File: src/rtl/sar_seq_pkg.sv
// Package: shared types for the pipelined SAR read sequencer.
// Assumes: nothing; holds only type definitions.
package sar_seq_pkg;

    // Output coding of a finished conversion.
    typedef enum logic {
        CODE_BINARY = 1'b0,
        CODE_TWOS   = 1'b1
    } code_fmt_e;

    // Settings captured when a conversion starts.
    typedef struct packed {
        code_fmt_e fmt;
        logic      step_chan;
    } conv_cfg_t;

endpackage

File: src/rtl/sar_engine.sv
// Module: sar_engine
// Successive-approximation core. A start pulse while idle begins W steps,
// MSB first. Each step shows the kept bits plus the bit under test on
// trial, and keeps that bit when cmp_in is 1. done is high during the last
// step, and result then carries the final code.
// Assumes: cmp_in settles within one clock of trial changing.
module sar_engine #(
    parameter int W = 8,
    localparam int SW = (W > 1) ? $clog2(W) : 1
) (
    input  logic         clk,
    input  logic         rst_n,
    input  logic         start,
    input  logic         cmp_in,
    output logic [W-1:0] trial,
    output logic [W-1:0] result,
    output logic         busy,
    output logic         done
);

    logic [W-1:0]  acc_q;
    logic [SW-1:0] step_q;
    logic          busy_q;
    logic [W-1:0]  test_bit;
    logic [W-1:0]  keep;

    // One-hot mask of the bit under test in the current step.
    for (genvar i = 0; i < W; i++) begin : g_mask
        assign test_bit[i] = busy_q && (step_q == SW'(i));
    end

    // Trial code, and the accumulator with the bit kept if cmp_in says so.
    always_comb begin
        trial = acc_q | test_bit;
        keep  = cmp_in ? trial : acc_q;
    end

    assign busy   = busy_q;
    assign done   = busy_q && (step_q == '0);
    assign result = keep;

    // Step sequencing and bit accumulation.
    always_ff @(posedge clk) begin
        if (!rst_n) begin
            acc_q  <= '0;
            step_q <= '0;
            busy_q <= 1'b0;
        end else if (!busy_q) begin
            if (start) begin
                acc_q  <= '0;
                step_q <= SW'(W - 1);
                busy_q <= 1'b1;
            end
        end else if (step_q == '0) begin
            acc_q  <= '0;
            busy_q <= 1'b0;
        end else begin
            acc_q  <= keep;
            step_q <= step_q - 1'b1;
        end
    end

endmodule

File: src/rtl/chan_pointer.sv
// Module: chan_pointer
// Input channel pointer. load writes load_val; advance steps it by one and
// wraps after the last channel. load takes priority.
// Assumes: load_val < NCH.
module chan_pointer #(
    parameter int NCH = 4,
    localparam int CW = (NCH > 1) ? $clog2(NCH) : 1
) (
    input  logic          clk,
    input  logic          rst_n,
    input  logic          load,
    input  logic [CW-1:0] load_val,
    input  logic          advance,
    output logic [CW-1:0] ptr
);

    logic [CW-1:0] ptr_q;
    logic [CW-1:0] ptr_inc;

    // Next channel in round-robin order.
    always_comb begin
        if (ptr_q == CW'(NCH - 1)) ptr_inc = '0;
        else                       ptr_inc = ptr_q + 1'b1;
    end

    // Pointer register.
    always_ff @(posedge clk) begin
        if (!rst_n)       ptr_q <= '0;
        else if (load)    ptr_q <= load_val;
        else if (advance) ptr_q <= ptr_inc;
    end

    assign ptr = ptr_q;

endmodule

File: src/rtl/result_reg.sv
// Module: result_reg
// Data register for transmission. On capture it stores the code in the
// requested format (binary, or two's complement by MSB inversion) and holds
// it until the next capture.
// Assumes: din is a straight binary code.
module result_reg
    import sar_seq_pkg::*;
#(
    parameter int W = 8
) (
    input  logic         clk,
    input  logic         rst_n,
    input  logic         capture,
    input  code_fmt_e    fmt,
    input  logic [W-1:0] din,
    output logic [W-1:0] dout
);

    logic [W-1:0] coded;
    logic [W-1:0] dout_q;

    // Format conversion; the single-bit case just inverts that bit.
    if (W > 1) begin : g_wide
        always_comb begin
            coded = din;
            if (fmt == CODE_TWOS) coded = {~din[W-1], din[W-2:0]};
        end
    end else begin : g_narrow
        always_comb begin
            coded = (fmt == CODE_TWOS) ? ~din : din;
        end
    end

    // Holding register for the transmit byte.
    always_ff @(posedge clk) begin
        if (!rst_n)       dout_q <= '0;
        else if (capture) dout_q <= coded;
    end

    assign dout = dout_q;

endmodule

File: src/rtl/sar_read_seq.sv
// Module: sar_read_seq (top)
// Ties SAR conversions to read transfers. rd_start arms the sequencer and
// loads the channel. Each ack_end while armed and idle starts a conversion
// of the current channel, with format and auto-increment captured at the
// start. The result lands in tx_byte at the end, so the byte shifted out
// during a conversion is the previous result.
// Assumes: rd_start and ack_end are single-cycle pulses, and acknowledge
// edges are at least DATA_W + 1 cycles apart in normal use.
module sar_read_seq
    import sar_seq_pkg::*;
#(
    parameter int DATA_W = 8,
    parameter int NUM_CH = 4,
    localparam int CH_W = (NUM_CH > 1) ? $clog2(NUM_CH) : 1
) (
    input  logic              clk,
    input  logic              rst_n,
    input  logic              rd_start,
    input  logic              ack_end,
    input  logic [CH_W-1:0]   chan_init,
    input  logic              auto_inc,
    input  logic              diff_mode,
    input  logic              cmp_in,
    output logic [DATA_W-1:0] trial_code,
    output logic [CH_W-1:0]   chan_sel,
    output logic [DATA_W-1:0] tx_byte,
    output logic              busy
);

    logic              armed_q;
    conv_cfg_t         cfg_q;
    logic              conv_go;
    logic              eng_busy;
    logic              eng_done;
    logic [DATA_W-1:0] eng_result;

    // Start condition: armed, idle, and no read start in the same cycle.
    assign conv_go = ack_end && armed_q && !eng_busy && !rd_start;

    // Arm flag: set by a read start taken while idle.
    always_ff @(posedge clk) begin
        if (!rst_n)                     armed_q <= 1'b0;
        else if (rd_start && !eng_busy) armed_q <= 1'b1;
    end

    // Capture this conversion's format and step setting at its start.
    always_ff @(posedge clk) begin
        if (!rst_n) begin
            cfg_q <= '{fmt: CODE_BINARY, step_chan: 1'b0};
        end else if (conv_go) begin
            cfg_q.fmt       <= diff_mode ? CODE_TWOS : CODE_BINARY;
            cfg_q.step_chan <= auto_inc;
        end
    end

    sar_engine #(.W(DATA_W)) u_engine (
        .clk    (clk),
        .rst_n  (rst_n),
        .start  (conv_go),
        .cmp_in (cmp_in),
        .trial  (trial_code),
        .result (eng_result),
        .busy   (eng_busy),
        .done   (eng_done)
    );

    chan_pointer #(.NCH(NUM_CH)) u_chan (
        .clk      (clk),
        .rst_n    (rst_n),
        .load     (rd_start && !eng_busy),
        .load_val (chan_init),
        .advance  (eng_done && cfg_q.step_chan),
        .ptr      (chan_sel)
    );

    result_reg #(.W(DATA_W)) u_result (
        .clk     (clk),
        .rst_n   (rst_n),
        .capture (eng_done),
        .fmt     (cfg_q.fmt),
        .din     (eng_result),
        .dout    (tx_byte)
    );

    assign busy = eng_busy;

endmodule

File: config.mk
export PLATFORM = sky130hd
export DESIGN_NAME = sar_read_seq
export DESIGN_NICKNAME = d
export VERILOG_FILES = /design/src/rtl/sar_seq_pkg.sv /design/src/rtl/sar_engine.sv /design/src/rtl/chan_pointer.sv /design/src/rtl/result_reg.sv /design/src/rtl/sar_read_seq.sv
export SDC_FILE = /design/constraint.sdc
export NUM_CORES = 1
export LEC_CHECK = 0
export ABC_AREA = 1
export BUFFER_PORTS_ARGS = -buffer_cell sky130_fd_sc_hd__buf_2
export CAP_MARGIN = 20
export CELL_PAD_IN_SITES_DETAIL_PLACEMENT = 2
export CELL_PAD_IN_SITES_GLOBAL_PLACEMENT = 2
export CORE_UTILIZATION = 28
export CTS_CLUSTER_DIAMETER = 40
export DETAILED_ROUTE_END_ITERATION = 7
export PLACE_DENSITY_LB_ADDON = 0.1
export SLEW_MARGIN = 10
export SYNTH_ARGS = -nofsm -noshare
export SYNTH_HDL_FRONTEND = slang
export SYNTH_HIERARCHICAL = 1
export SYNTH_SLANG_ARGS = --single-unit
File: constraint.sdc
create_clock -name clk -period 1.6 [get_ports clk]
set_input_delay 0.24 -clock clk [delete_from_list [all_inputs] [get_ports clk]]
set_output_delay 0.24 -clock clk [all_outputs]
set_load 0.02 [all_outputs]
==> results of run 1 <==
==> where the power goes <==
| group | internal, mW | switching, mW |
|---|---|---|
| Clock | 0.178 | 0.206 |
| Sequential | 0.640 | 0.0164 |
| Combinational | 0.0665 | 0.113 |
| Total | 0.885 | 0.336 |
==> worst min-delay path, stage by stage <==
cell	delay, ns
buf_2	0.08
nand2_1	0.06
nand3_2	0.07
nand2_1	0.04
inv_1	0.04
==> state kept, by name, indices dropped and copies added (netlist names) <==
signal	cells
armed_q	1
cfg_q	2
u_chan/ptr	2
u_engine/acc_q	8
u_engine/busy	1
u_engine/step_q	3
u_result/dout	8
==> final timing paths <==
| path | startpoint | endpoint | slack [ns] | cells after the start |
|---|---|---|---|---|
| max | u_engine/step_q[0] | trial_code[7] | 0.03 | 5 |
| min | chan_init[1] | u_chan/ptr[1] | 0.30 | 5 |
| max reg2reg | u_engine/step_q[1] | u_result/dout[7] | 0.08 | 10 |
| min reg2reg | armed_q | armed_q | 0.47 | 2 |
==> metrics by stage <==
stage,util,cell area (um2)
finish,0.382,1680
global route,0.382,1680
CTS,0.366,1620
detailed placement,0.345,1520
global placement,0.345,1520
floorplan,-,1300
==> cells by family (layout without fill, tap and decap cells) <==
| group | count (synthesis) | after routing |
|---|---|---|
| adders and majority gates | 6 | 6 |
| buffers and inverters | 50 | 89 |
| DFF | 25 | 25 |
| AOI/OAI and AO/OA | 36 | 36 |
| and+or+nand+nor | 80 | 80 |
==> routing by layer <==
layer	GRT usage	routed length [um]	vias up	part of all wire
met2	0.368	2390	13	0.56
li1	-	-	678	-
met3	0.0216	86	2	0.020
met4	0.0400	19	0	0.0044
met5	0	0	-	0
met1	0.200	1800	671	0.42
==> cell usage after synthesis, types with 3 or more instances <==
cell	instances
o21ai_2	4
dfxtp_1	25
ha_1	6
nor2_1	31
a31oi_1	3
o21ai_0	22
inv_1	47
nand2_1	35
a21oi_1	4
nand3_1	9
==> layout make-up <==
class | instances | area (um2) | share of cell area
multi-input combinational | 122 | 646 | 0.383
sequential | 25 | 510 | 0.303
timing repair buffer | 37 | 233 | 0.138
inverter | 48 | 185 | 0.110
tap | 52 | 65.1 | 0.0386
clock buffer | 4 | 45.0 | 0.0267
==> what timing repair did <==
item	4_1_cts	5_1_grt
hold buffers	0	0
endpoints found under the setup margin	7	17
pin swaps	1	2
buffers inserted	3	2
gates resized for setup	15	20
==> out/results.ini, run 1 <==
[floorplanning]
start_util = 0.295
pin_count = 28
fp.dieH_um = 70.2
core_um2 = 4410
die_w_um = 70.2
die_area_um2 = 4930
rows = 24

[grt]
grt_pass1_wl_mm = 7.02
grt_max_degree = 16
gr-total-overflow = 0
grtUsageTotal = 0.183
grt_pass1_vias = 1504
grt_antenna_before_repair = 0

[finish]
final_common_cell = inv_1
nets = 252
fillers = 531
mostFrequentLayoutCells = inv_1 (43), nand2_1 (33), nor2_1 (29)
layout-drive-gt1-share = 0.275
syn2layout_area_growth_pct = 29.3
n_antenna_cell = 0
fin_cells = 288

[power]
powerDensity_nw_per_um2 = 725
leakage_nw = 0.898
ir_drop_v = 0.000295
power_mw = 1.22

[place]
dpl.hpwl_mm = 3.38
gp_congestion = 0.784
place_inst = 279
io_buffers = 27
post-place-ws_ns = 0.0592

[sta]
hold_ws_ns = 0.295
rsz0062_at_grt = yes
finalClockSkew_ns = 0.00814
slew_headroom = 0.777
slew_viol_final = 0
fmax_ghz = 0.636
setup_viol = 0
fin_tns_setup_ns = 0
period_share = 0.982
setup_slack_ns = 0.0281
hold_viol = 0
finalCriticalPeriod_ns = 1.57
worst_pin_slew_ns = 0.334

[clocking]
cts_buffer_depth = 2
cts_buffers = 3
clkLatencyLatePin_ns = 0.27
clock_sinks = 25
path_clk_slew_ns = 0.09
cts_tree = yes
root_buffer = clkbuf_8
htree_levels = 1

[logic_synthesis]
synth-compound-area-share = 0.159
synthMuxAreaShare = 0
ys_seq_area_frac = 0.384
synthFlopType = dfxtp_1
yosys.area_share.adder = 0.0576
synthesis.nets = 212
syn_avg_cell_area_um2 = 6.61
mappedNetlistArea_um2 = 1300
synth_top_area_frac = 0.384
netlist_instances = 197
ys.warnings.count = 6
synth_cell_types = 21
synth_top_family_by_area = simple AND/OR/NAND/NOR gates
yosys.area.top_type = dfxtp_1
synth-xor-area-share = 0
synthSimpleGateAreaFrac = 0.248
synthTopCellsByArea = dfxtp_1 (38%), inv_1 (14%), nand2_1 (10%)
async_flop_share = 0
synth_edf_count = 0
synth_seq_cells = 25

[drt]
vias = 1364
firstDrtPassIters = 4
drt_iter0_drc = 15
drtAntennaViolNets = 0
wl_per_cell_um = 14.9
vias_per_cell = 4.74
drc = 0
wirelength_mm = 4.29

[critical_path]
slowest_delay_ns = 0.36
slowest_stage = dfxtp_2
crit_family = flip-flops
crit_required_ns = 1.36
timing.critical_path.buf_inv = 3
worstPathMaxFanout = 2
crit_path_frequent_cell = buf_4
path_cells = buf_4, ha_2, inv_1, o21ai_2, buf_4
end_kind = output pin
crit_arrival_ns = 1.33
cp-start-kind = register
crit_type = register to output pin

[job]
drv_cap = 0

[hold_path]
hold_path.class = input pin to register

[status]
status = complete, no violations

Power figures use the tool's default switching activity.
==> inputs of run 2 (changes only) <==
--- a/config.mk
+++ b/config.mk
@@ -10,6 +10,7 @@
 export CAP_MARGIN = 20
 export CELL_PAD_IN_SITES_DETAIL_PLACEMENT = 2
 export CELL_PAD_IN_SITES_GLOBAL_PLACEMENT = 2
+export CORE_ASPECT_RATIO = 1.1
 export CORE_UTILIZATION = 28
 export CTS_CLUSTER_DIAMETER = 40
 export DETAILED_ROUTE_END_ITERATION = 7
==> out/results.ini, run 2 (synthesis gave the netlist of run 1 again) <==
[status]
status = complete, no violations

[drt]
drtAntennaViolNets = 0  ; unchanged
drt_iter0_drc = 26  ; +11
vias_per_cell = 4.69  ; -1.1%
firstDrtPassIters = 4  ; unchanged
wl_per_cell_um = 14.2  ; -4.8%
drc = 0  ; unchanged
vias = 1359  ; -0.37%
wirelength_mm = 4.11  ; -4.1%

[sta]
slew_headroom = 0.734  ; -0.0428
setup_viol = 0  ; unchanged
hold_viol = 0  ; unchanged
period_share = 0.976  ; -0.00648
fmax_ghz = 0.640  ; +0.66%
worst_pin_slew_ns = 0.395  ; +0.0609 ns
rsz0062_at_grt = yes
finalCriticalPeriod_ns = 1.56  ; -0.0104 ns
slew_viol_final = 0  ; unchanged
finalClockSkew_ns = 0.0111  ; +0.00296 ns

[place]
gp_congestion = 0.775  ; -1.1%
dpl.hpwl_mm = 3.16  ; -6.4%
io_buffers = 27  ; unchanged
place_inst = 282  ; +1.1%

[floorplanning]
die_w_um = 67.0  ; -4.5%
die_area_um2 = 4930  ; about the same
fp.dieH_um = 73.5  ; +4.7%
core_um2 = 4380  ; -0.79%
rows = 25  ; +4.2%
start_util = 0.297  ; +0.00236
pin_count = 28  ; unchanged

[critical_path]
setup.worst_path.start = u_engine/step_q[2]
crit_required_ns = 1.36  ; about the same
rr_startpoint = u_engine/step_q[2]
crit_arrival_ns = 1.32  ; about the same
end_kind = output pin
worstPathMaxFanout = 6  ; +4
cp-start-kind = register
crit_type = register to output pin

[clocking]
cts_tree = yes
cts_buffers = 3  ; unchanged
path_clk_slew_ns = 0.09  ; about the same
clkLatencyLatePin_ns = 0.28  ; about the same
clock_sinks = 25  ; unchanged
cts_buffer_depth = 2  ; unchanged
htree_levels = 1  ; unchanged
root_buffer = clkbuf_8

[grt]
grt_pass1_vias = 1411  ; -6.2%
grtUsageTotal = 0.175  ; -0.00748
gr-total-overflow = 0  ; unchanged
grt_pass1_wl_mm = 6.45  ; -8.1%
grt_max_degree = 16  ; unchanged
grt_antenna_before_repair = 0  ; unchanged

[power]
sw_frac_of_total = 0.285  ; +0.00959
combPwrFrac = 0.146  ; about the same
p_clk_frac = 0.324  ; +0.009
p_sw_mw = 0.352  ; +4.8%
leakage_nw = 0.910  ; +1.3%
pwr-share-seq = 0.530  ; -0.008
internal_power_mw = 0.884  ; about the same
power_mw = 1.24  ; +1.3%
ir_drop_v = 0.000334  ; +13%
powerDensity_nw_per_um2 = 732  ; +0.92%

[hold_path]
min-delay-start = chan_init[0]
hold_path.class = input pin to register

[finish]
final_common_cell = inv_1
n_antenna_cell = 0  ; unchanged
layout-drive-gt1-share = 0.267  ; -0.00847
fin_cells = 290  ; +0.69%
mostFrequentLayoutCells = inv_1 (43), nand2_1 (34), nor2_1 (29)
nets = 252  ; unchanged
syn2layout_area_growth_pct = 29.8

[job]
drv_cap = 0  ; unchanged

[run 2: changes by cell type in the layout (fill, tap and decap cells not counted), moves of 2 or more]
cell | before | now
o21ai_0 | 18 | 20
o21ai_1 | 5 | 1
ha_2 | 3 | 0
ha_1 | 2 | 4
buf_4 | 14 | 12
o21ai_2 | 4 | 6
[run 2: routing by layer]
layer  part of all wire  wire length (um)  global-route usage
met4             0.0066                27              0.0496
met2               0.50              2070               0.311
met5                  0                 0                   0
met1               0.47              1920               0.217
met3              0.023                94              0.0233
[run 2: stage by stage]
stage          setup slack (ns)  hold WS (ns)  TNS, ns  cell area (um2)  utilization
5_1_grt                 -0.0321         0.302  -0.0919             1690        0.386
2_1_floorplan           -0.0834         0.338   -0.250             1300            -
6_report                 0.0385         0.282        0             1690        0.386
4_1_cts                 -0.0408         0.277  -0.0692             1610        0.369
3_3_place_gp              0.185         0.445        0             1530        0.350
3_5_place_dp             0.0492         0.457        0             1530        0.350
[run 2: worst max-delay path: stages, from the launching register on]
cell     delay [ns]
dfxtp_1        0.46
nand2_2        0.19
o21ai_2        0.21
buf_2          0.19
[run 2: final timing paths]
check	endpoint	slack [ns]	depth (start not counted)
setup reg to reg	u_result/dout[7]	0.14	9
hold / removal	u_chan/ptr[0]	0.28	5
hold reg to reg	armed_q	0.47	2
setup / recovery	trial_code[4]	0.04	3
[run 2: cell type report]
type	count	area [um2]
multi-input cells	122	651
well taps	54	67.6
flip-flops and latches	25	507
fillers	559	2690
clock inverters	1	7.51
repair buffers	37	234
clock buffers	3	41.3
inverters	48	183
[run 2: repair_timing]
| action | CTS | global route |
|---|---|---|
| pin swaps | 2 | 4 |
| setup endpoints to repair | 4 | 7 |
| buffers inserted | 1 | 3 |
| hold buffers | 0 | 0 |
| gates cloned | 0 | 0 |
| gates resized for setup | 12 | 17 |
[run 2: power by group through the flow]
stage | Sequential [mW] | Combinational (mW) | Clock [mW]
global route | 0.660 | 0.201 | 0.454
CTS | 0.657 | 0.165 | 0.419
global placement | 0.668 | 0.150 | 0
detailed placement | 0.670 | 0.159 | 0
finish | 0.656 | 0.180 | 0.401
floorplan | 0.681 | 0.0827 | 0
